--- config.mk ---
export PLATFORM = sky130hd
export DESIGN_NAME = cmdreg_bridge
export DESIGN_NICKNAME = d
export VERILOG_FILES = /design/src/rtl/cmdreg_pkg.sv /design/src/rtl/cmdreg_engine.sv /design/src/rtl/cmdreg_regs.sv /design/src/rtl/cmdreg_bridge.sv
export SDC_FILE = /design/constraint.sdc
export NUM_CORES = 1
export LEC_CHECK = 0
export CAP_MARGIN = 20
export CORE_ASPECT_RATIO = 1.4
export CORE_UTILIZATION = 45
export CTS_CLUSTER_DIAMETER = 150
export DETAILED_ROUTE_END_ITERATION = 16
export HOLD_SLACK_MARGIN = 0.06
export PLACE_DENSITY_LB_ADDON = 0.12
export SKIP_LAST_GASP = 1
export SLEW_MARGIN = 40
export SYNTH_ARGS = -nofsm -noshare
export SYNTH_HDL_FRONTEND = slang
export SYNTH_SLANG_ARGS = --single-unit
--- constraint.sdc ---
create_clock -name clk -period 2.58 [get_ports clk]
set_input_delay 0.258 -clock clk [delete_from_list [all_inputs] [get_ports clk]]
set_output_delay 0.258 -clock clk [all_outputs]
set_load 0.02 [all_outputs]
--- src/rtl/cmdreg_pkg.sv ---
package cmdreg_pkg;
    localparam int REG_W         = 64;
    localparam int BYTE_W        = 8;
    localparam int SIZE_W        = 4;
    localparam int MAX_BYTES     = 4;
    localparam int WORD_W        = BYTE_W * MAX_BYTES;
    localparam int CTL_READ_BIT  = 48;
    localparam int CTL_SIZE_LSB  = 56;
    localparam int STAT_DONE_BIT = 11;
    localparam int STAT_DATA_LSB = 26;

    typedef enum logic [1:0] {
        SLOT_CTRL   = 2'd0,
        SLOT_RESET  = 2'd1,
        SLOT_STATUS = 2'd2,
        SLOT_DATA   = 2'd3
    } slot_e;

    typedef enum logic [1:0] {
        ST_IDLE  = 2'd0,
        ST_ISSUE = 2'd1,
        ST_AWAIT = 2'd2
    } eng_state_e;
endpackage

--- src/rtl/cmdreg_engine.sv ---
module cmdreg_engine
    import cmdreg_pkg::*;
#(
    parameter int BUS_ADDR_W = 32
) (
    input  logic                  clk,
    input  logic                  rst_n,
    input  logic                  launch,
    input  logic                  cmd_read,
    input  logic [SIZE_W-1:0]     cmd_size,
    input  logic [BUS_ADDR_W-1:0] cmd_addr,
    input  logic [WORD_W-1:0]     cmd_word,
    output logic                  busy,
    output logic                  bus_req_valid,
    input  logic                  bus_req_ready,
    output logic                  bus_req_write,
    output logic [BUS_ADDR_W-1:0] bus_req_addr,
    output logic [SIZE_W-1:0]     bus_req_size,
    output logic [BYTE_W-1:0]     bus_req_wdata,
    input  logic                  bus_rsp_valid,
    input  logic [BYTE_W-1:0]     bus_rsp_rdata,
    input  logic                  bus_rsp_err,
    output logic                  cpl_valid,
    output logic                  cpl_write,
    output logic                  cpl_err,
    output logic [WORD_W-1:0]     cpl_data
);
    eng_state_e              state_q, state_d;
    logic [BUS_ADDR_W-1:0]   base_q;
    logic [SIZE_W-1:0]       size_q;
    logic [SIZE_W-1:0]       cnt_q;
    logic                    read_q;
    logic [WORD_W-1:0]       wshift_q;
    logic [WORD_W-1:0]       acc_q;
    logic [WORD_W-1:0]       acc_merge;
    logic                    size_ok;
    logic                    last_beat;

    assign size_ok   = (cmd_size != '0) && (cmd_size <= SIZE_W'(MAX_BYTES));
    assign last_beat = (cnt_q == size_q - SIZE_W'(1));

    always_comb begin
        acc_merge = acc_q | (WORD_W'(bus_rsp_rdata)
                    << (WORD_W - BYTE_W * (int'(cnt_q) + 1)));
    end

    // state register
    always_ff @(posedge clk) begin
        if (!rst_n) state_q <= ST_IDLE;
        else        state_q <= state_d;
    end

    // next state
    always_comb begin
        state_d = state_q;
        unique case (state_q)
            ST_IDLE:  if (launch && size_ok) state_d = ST_ISSUE;
            ST_ISSUE: if (bus_req_ready) state_d = ST_AWAIT;
            ST_AWAIT: if (bus_rsp_valid)
                          state_d = (bus_rsp_err || last_beat) ? ST_IDLE : ST_ISSUE;
            default:  state_d = ST_IDLE;
        endcase
    end

    // transfer datapath
    always_ff @(posedge clk) begin
        if (!rst_n) begin
            base_q   <= '0;
            size_q   <= '0;
            cnt_q    <= '0;
            read_q   <= 1'b0;
            wshift_q <= '0;
            acc_q    <= '0;
        end else if (state_q == ST_IDLE) begin
            if (launch && size_ok) begin
                base_q   <= cmd_addr;
                size_q   <= cmd_size;
                cnt_q    <= '0;
                read_q   <= cmd_read;
                wshift_q <= cmd_word;
                acc_q    <= '0;
            end
        end else if (state_q == ST_AWAIT && bus_rsp_valid) begin
            cnt_q    <= cnt_q + SIZE_W'(1);
            acc_q    <= acc_merge;
            wshift_q <= wshift_q << BYTE_W;
        end
    end

    // outputs
    always_comb begin
        bus_req_valid = 1'b0;
        cpl_valid     = 1'b0;
        cpl_write     = 1'b0;
        cpl_err       = 1'b0;
        cpl_data      = '0;
        unique case (state_q)
            ST_IDLE: begin
                if (launch && !size_ok) begin
                    cpl_valid = 1'b1;
                    cpl_err   = 1'b1;
                    cpl_write = !cmd_read;
                end
            end
            ST_ISSUE: bus_req_valid = 1'b1;
            ST_AWAIT: begin
                if (bus_rsp_valid && (bus_rsp_err || last_beat)) begin
                    cpl_valid = 1'b1;
                    cpl_err   = bus_rsp_err;
                    cpl_write = !read_q;
                    cpl_data  = acc_merge;
                end
            end
            default: ;
        endcase
    end

    assign busy          = (state_q != ST_IDLE);
    assign bus_req_write = !read_q;
    assign bus_req_addr  = base_q + BUS_ADDR_W'(cnt_q);
    assign bus_req_size  = size_q;
    assign bus_req_wdata = wshift_q[WORD_W-1 -: BYTE_W];

    // a pending request stays unchanged until accepted
    a_r10_req_hold: assert property (@(posedge clk) disable iff (!rst_n)
        (bus_req_valid && !bus_req_ready) |=>
            (bus_req_valid && $stable(bus_req_addr) && $stable(bus_req_wdata)
             && $stable(bus_req_write)));

    // only legal byte counts reach the bus
    a_r9_size_legal: assert property (@(posedge clk) disable iff (!rst_n)
        bus_req_valid |-> (bus_req_size != '0 && bus_req_size <= SIZE_W'(MAX_BYTES)));

    // an error response ends the transfer
    a_r6_err_stops: assert property (@(posedge clk) disable iff (!rst_n)
        (bus_rsp_valid && bus_rsp_err && busy) |=> !bus_req_valid);
endmodule

--- src/rtl/cmdreg_regs.sv ---
module cmdreg_regs
    import cmdreg_pkg::*;
#(
    parameter int REG_ADDR_W = 4,
    parameter int BUS_ADDR_W = 32
) (
    input  logic                  clk,
    input  logic                  rst_n,
    input  logic                  reg_wr_en,
    input  logic                  reg_rd_en,
    input  logic [REG_ADDR_W-1:0] reg_addr,
    input  logic [REG_W-1:0]      reg_wdata,
    output logic [REG_W-1:0]      reg_rdata,
    input  logic                  busy,
    input  logic                  cpl_valid,
    input  logic                  cpl_write,
    input  logic                  cpl_err,
    input  logic [WORD_W-1:0]     cpl_data,
    output logic                  launch,
    output logic                  cmd_read,
    output logic [SIZE_W-1:0]     cmd_size,
    output logic [BUS_ADDR_W-1:0] cmd_addr,
    output logic [WORD_W-1:0]     cmd_word
);
    slot_e              slot;
    logic [WORD_W-1:0]  data_q;
    logic [REG_W-1:0]   stat_q;
    logic [REG_W-1:0]   stat_new;
    logic               stat_rd;
    logic               unused_addr_bits;

    assign slot             = slot_e'(reg_addr[1:0]);
    assign unused_addr_bits = ^reg_addr;
    assign stat_rd          = reg_rd_en && (slot == SLOT_STATUS) && !busy;

    assign launch   = reg_wr_en && (slot == SLOT_CTRL) && !busy;
    assign cmd_read = reg_wdata[CTL_READ_BIT];
    assign cmd_size = reg_wdata[CTL_SIZE_LSB +: SIZE_W];
    assign cmd_addr = reg_wdata[BUS_ADDR_W-1:0];
    assign cmd_word = data_q;

    always_comb begin
        stat_new = '0;
        stat_new[STAT_DONE_BIT] = 1'b1;
        if (!cpl_write)
            stat_new[STAT_DATA_LSB +: WORD_W] = cpl_err ? '1 : cpl_data;
    end

    always_ff @(posedge clk) begin
        if (!rst_n) begin
            data_q <= '0;
            stat_q <= '0;
        end else begin
            if (reg_wr_en && slot == SLOT_DATA)
                data_q <= reg_wdata[REG_W-1 -: WORD_W];
            if (cpl_valid)
                stat_q <= stat_new;
            else if (stat_rd)
                stat_q <= '0;
        end
    end

    always_comb begin
        reg_rdata = '0;
        if (reg_rd_en) begin
            unique case (slot)
                SLOT_STATUS: reg_rdata = busy ? '0 : stat_q;
                SLOT_DATA:   reg_rdata = {data_q, {(REG_W-WORD_W){1'b0}}};
                default:     reg_rdata = '0;
            endcase
        end
    end

    // a status read clears the value it returned
    a_r7_read_clears: assert property (@(posedge clk) disable iff (!rst_n)
        (stat_rd && !cpl_valid) |=> (stat_q == '0));

    // writes to the status slot leave it alone
    a_r7_write_ignored: assert property (@(posedge clk) disable iff (!rst_n)
        (reg_wr_en && slot == SLOT_STATUS && !cpl_valid && !stat_rd) |=> $stable(stat_q));

    // status reads during a transfer show zero
    a_r8_busy_reads_zero: assert property (@(posedge clk) disable iff (!rst_n)
        (reg_rd_en && slot == SLOT_STATUS && busy) |-> (reg_rdata == '0));

    // command and reset slots read zero
    a_r1_ctrl_reads_zero: assert property (@(posedge clk) disable iff (!rst_n)
        (reg_rd_en && (slot == SLOT_CTRL || slot == SLOT_RESET)) |-> (reg_rdata == '0));
endmodule

--- src/rtl/cmdreg_bridge.sv ---
module cmdreg_bridge
    import cmdreg_pkg::*;
#(
    parameter int REG_ADDR_W = 4,
    parameter int BUS_ADDR_W = 32
) (
    input  logic                  clk,
    input  logic                  rst_n,
    input  logic                  reg_wr_en,
    input  logic                  reg_rd_en,
    input  logic [REG_ADDR_W-1:0] reg_addr,
    input  logic [63:0]           reg_wdata,
    output logic [63:0]           reg_rdata,
    output logic                  bus_req_valid,
    input  logic                  bus_req_ready,
    output logic                  bus_req_write,
    output logic [BUS_ADDR_W-1:0] bus_req_addr,
    output logic [3:0]            bus_req_size,
    output logic [7:0]            bus_req_wdata,
    input  logic                  bus_rsp_valid,
    input  logic [7:0]            bus_rsp_rdata,
    input  logic                  bus_rsp_err
);
    logic                  busy;
    logic                  launch;
    logic                  cmd_read;
    logic [SIZE_W-1:0]     cmd_size;
    logic [BUS_ADDR_W-1:0] cmd_addr;
    logic [WORD_W-1:0]     cmd_word;
    logic                  cpl_valid;
    logic                  cpl_write;
    logic                  cpl_err;
    logic [WORD_W-1:0]     cpl_data;

    cmdreg_regs #(
        .REG_ADDR_W (REG_ADDR_W),
        .BUS_ADDR_W (BUS_ADDR_W)
    ) u_regs (
        .clk       (clk),
        .rst_n     (rst_n),
        .reg_wr_en (reg_wr_en),
        .reg_rd_en (reg_rd_en),
        .reg_addr  (reg_addr),
        .reg_wdata (reg_wdata),
        .reg_rdata (reg_rdata),
        .busy      (busy),
        .cpl_valid (cpl_valid),
        .cpl_write (cpl_write),
        .cpl_err   (cpl_err),
        .cpl_data  (cpl_data),
        .launch    (launch),
        .cmd_read  (cmd_read),
        .cmd_size  (cmd_size),
        .cmd_addr  (cmd_addr),
        .cmd_word  (cmd_word)
    );

    cmdreg_engine #(
        .BUS_ADDR_W (BUS_ADDR_W)
    ) u_engine (
        .clk           (clk),
        .rst_n         (rst_n),
        .launch        (launch),
        .cmd_read      (cmd_read),
        .cmd_size      (cmd_size),
        .cmd_addr      (cmd_addr),
        .cmd_word      (cmd_word),
        .busy          (busy),
        .bus_req_valid (bus_req_valid),
        .bus_req_ready (bus_req_ready),
        .bus_req_write (bus_req_write),
        .bus_req_addr  (bus_req_addr),
        .bus_req_size  (bus_req_size),
        .bus_req_wdata (bus_req_wdata),
        .bus_rsp_valid (bus_rsp_valid),
        .bus_rsp_rdata (bus_rsp_rdata),
        .bus_rsp_err   (bus_rsp_err),
        .cpl_valid     (cpl_valid),
        .cpl_write     (cpl_write),
        .cpl_err       (cpl_err),
        .cpl_data      (cpl_data)
    );

    // no request while in reset
    a_r11_no_req_in_reset: assert property (@(posedge clk)
        !rst_n |=> !bus_req_valid);
endmodule

==> flow_summary.json <==
{
  "status": "complete, but fails checks",
  "violations": "setup timing",
  "first_pass_iters": 5,
  "grt_pass1_vias": 7224,
  "dr.first_iter.drc_count": 410,
  "required_ns": 2.32,
  "portBuffers": 165,
  "synthTopCellsByArea": "dfxtp_1 40%, nand2_1 8.6%, a21boi_0 6.8%, a221o_1 3.8%, buf_4 2.9%",
  "crit_type": "flip-flop to output port",
  "area_growth_pct": 31.2,
  "synth_top_area_cell": "dfxtp_1",
  "grt_usage_pct": 24.7,
  "cts_made_buffers": 17,
  "dr_total_vias": 7562,
  "finalSetupViolations": 7,
  "pin_count": 193,
  "period_share_pct": 102,
  "clk_path_buf_depth": 2,
  "critPathLaunchType": "flip-flop",
  "grt_antenna_before_repair": 0,
  "finalCriticalPeriod_ns": 2.64,
  "wirelength_um": 23800,
  "synth_top_area_share_pct": 40.4,
  "hp-class": "primary input to flip-flop",
  "fillers": 1672,
  "yosysSeqAreaShare_pct": 40.4,
  "worst_slack_ns": -0.0556,
  "critPathArrivalTime_ns": 2.38,
  "row_count": 59,
  "synth_cells": 992,
  "grt_max_degree": 90,
  "clock_skew_ns": 0.00645,
  "synth_edf_count": 0,
  "htree_levels": 4,
  "synth_common_cells": "196 x nand2_1, 172 x dfxtp_1, 77 x a21boi_0",
  "synth.distinct_cells": 59,
  "dieArea_um2": 19500,
  "hold_viol": 0,
  "cts.sinks": 172,
  "multiInputGateArea_um2": 4650,
  "slew_headroom_pct": 49.2,
  "grt_pass1_wl_um": 37800,
  "synthArstFlopShare_pct": 0,
  "crit_fanout": 4,
  "hold_buffers": 0,
  "worst_pin_slew_ns": 0.759,
  "holdWs_ns": 0.345,
  "critPathCaptureType": "output port",
  "total_power_w": 0.00581,
  "dp_hpwl_um": 16200,
  "drive_above_1_share_pct": 14.5,
  "routedWlPerCell_um": 17.0,
  "cap_violations": 0,
  "path_clk_slew_ns": 0.06,
  "seq_area_um2": 3450,
  "syn-cell-area_um2": 8520,
  "powerDensity_nw_per_um2": 520,
  "coreArea_um2": 18500,
  "grt_overflow": 0,
  "fmax_mhz": 379,
  "diodes": 0,
  "vias_per_cell": 5.39,
  "antenna_left": 0,
  "die_x_um": 118,
  "yosysMostFrequentCell": "nand2_1",
  "yosys_warnings": 0,
  "slew_violations": 0,
  "clk_latency_ns": 0.42,
  "p_leak_nw": 4.92,
  "drc_errors": 0,
  "place.gp.congestion": 0.846,
  "vdd_drop_max_v": 0.000394,
  "nets": 1238,
  "cts_root_buffer": "clkbuf_16",
  "ys.flop_type": "dfxtp_1",
  "cts_tree": "built",
  "syn_avg_cell_area_um2": 8.59,
  "rsz0062_at_grt": "yes",
  "ys_seq_elements": 172,
  "start_util_pct": 46.0,
  "dieHeight_um": 165
}
-- kinds of logic after synthesis --
kind of cell	Yosys count	synth area share (%)
AOI/OAI and AO/OA	277	25.6
and+or+nand+nor	371	20.6
buffers and inverters	128	8.33
DFF	172	40.4
adders and majority gates	8	1.26
other	1	0.0440
xor gates and xnor gates	35	3.76
-- where the power goes --
group          switching, W  leakage, nW  internal (W)
clock network       0.00105        0.295       0.00152
logic              0.000264         3.23      0.000237
registers         0.0000386         1.39       0.00271
total               0.00135         4.92       0.00446
-- per-layer routing --
layer,vias to the layer above,global-route usage (%),routed length [um]
li1,3701,-,-
met1,3632,30.0,10200
met2,192,43.0,11900
met3,37,3.73,928
met4,0,11.4,765
met5,-,0,0
-- metrics by stage --
| step | std cells | setup WS, ns | cell area [um^2] | TNS [ns] | util [%] |
|---|---|---|---|---|---|
| 2_1_floorplan | 1016 | 0.185 | 8610 | 0 | - |
| 3_3_place_gp | 1362 | -0.143 | 10400 | -0.883 | 56.0 |
| 3_5_place_dp | 1362 | -0.194 | 10400 | -1.41 | 56.0 |
| 4_1_cts | 1399 | -0.0937 | 11100 | -0.215 | 59.8 |
| 5_1_grt | 1403 | -0.138 | 11200 | -1.41 | 60.3 |
| 6_report | 1403 | -0.0556 | 11200 | -0.138 | 60.3 |
-- area by class of cell --
class                           count  area share [%]
Clock inverter                     10            1.02
Inverter                           15           0.504
Clock buffer                       21            4.30
Multi-Input combinational cell    716            41.6
Sequential cell                   172            30.9
Tap cell                          244            2.73
Timing Repair Buffer              225            19.0
-- sequential cells by signal, summed over array words and instances, names as in the netlist --
name,flops
u_regs.cmd_word,32
u_engine.state_q,2
u_engine.read_q,1
u_engine.base_q,32
u_engine.bus_req_size,4
u_engine.acc_q,32
u_regs.stat_q,33
u_engine.wshift_q,32
u_engine.cnt_q,4
-- final timing paths --
kind                        startpoint                  endpoint  slack [ns]  cells after the start
setup reg to reg     u_engine.cnt_q[0]         u_regs.stat_q[51]        0.19                     10
hold reg to reg   u_engine.wshift_q[7]      u_engine.wshift_q[7]        0.46                      2
hold / removal                   rst_n  u_engine.bus_req_size[2]        0.34                      2
setup / recovery   u_engine.base_q[14]          bus_req_addr[28]       -0.06                      8
-- cell usage in the layout (no fill, tap or decap), types with 28 or more instances in the layout --
cell / count
buf_4: 62
nand2_1: 194
nor2_1: 30
a21boi_0: 77
a22oi_1: 28
dfxtp_1: 167
nand3_1: 43
a221o_1: 32
o21ai_0: 31
a21o_1: 31
clkdlybuf4s50_1: 126
nor2b_1: 34
-- timing repair --
item	CTS	global route
resized for setup	138	47
gates cloned	1	0
pin swaps	17	17
buffers inserted	5	4
endpoints found under the setup margin	30	43
-- critical path, stage by stage, from the launching register on --
cell     delay, ns
dfxtp_2       0.33
nand4_1       0.25
nor4_4        0.35
buf_4         0.18
nand3_4       0.10
buf_6         0.15
nor4_4        0.25
xor2_1        0.18
buf_4         0.16
Note: power is estimated with default switching activity, not from simulation.
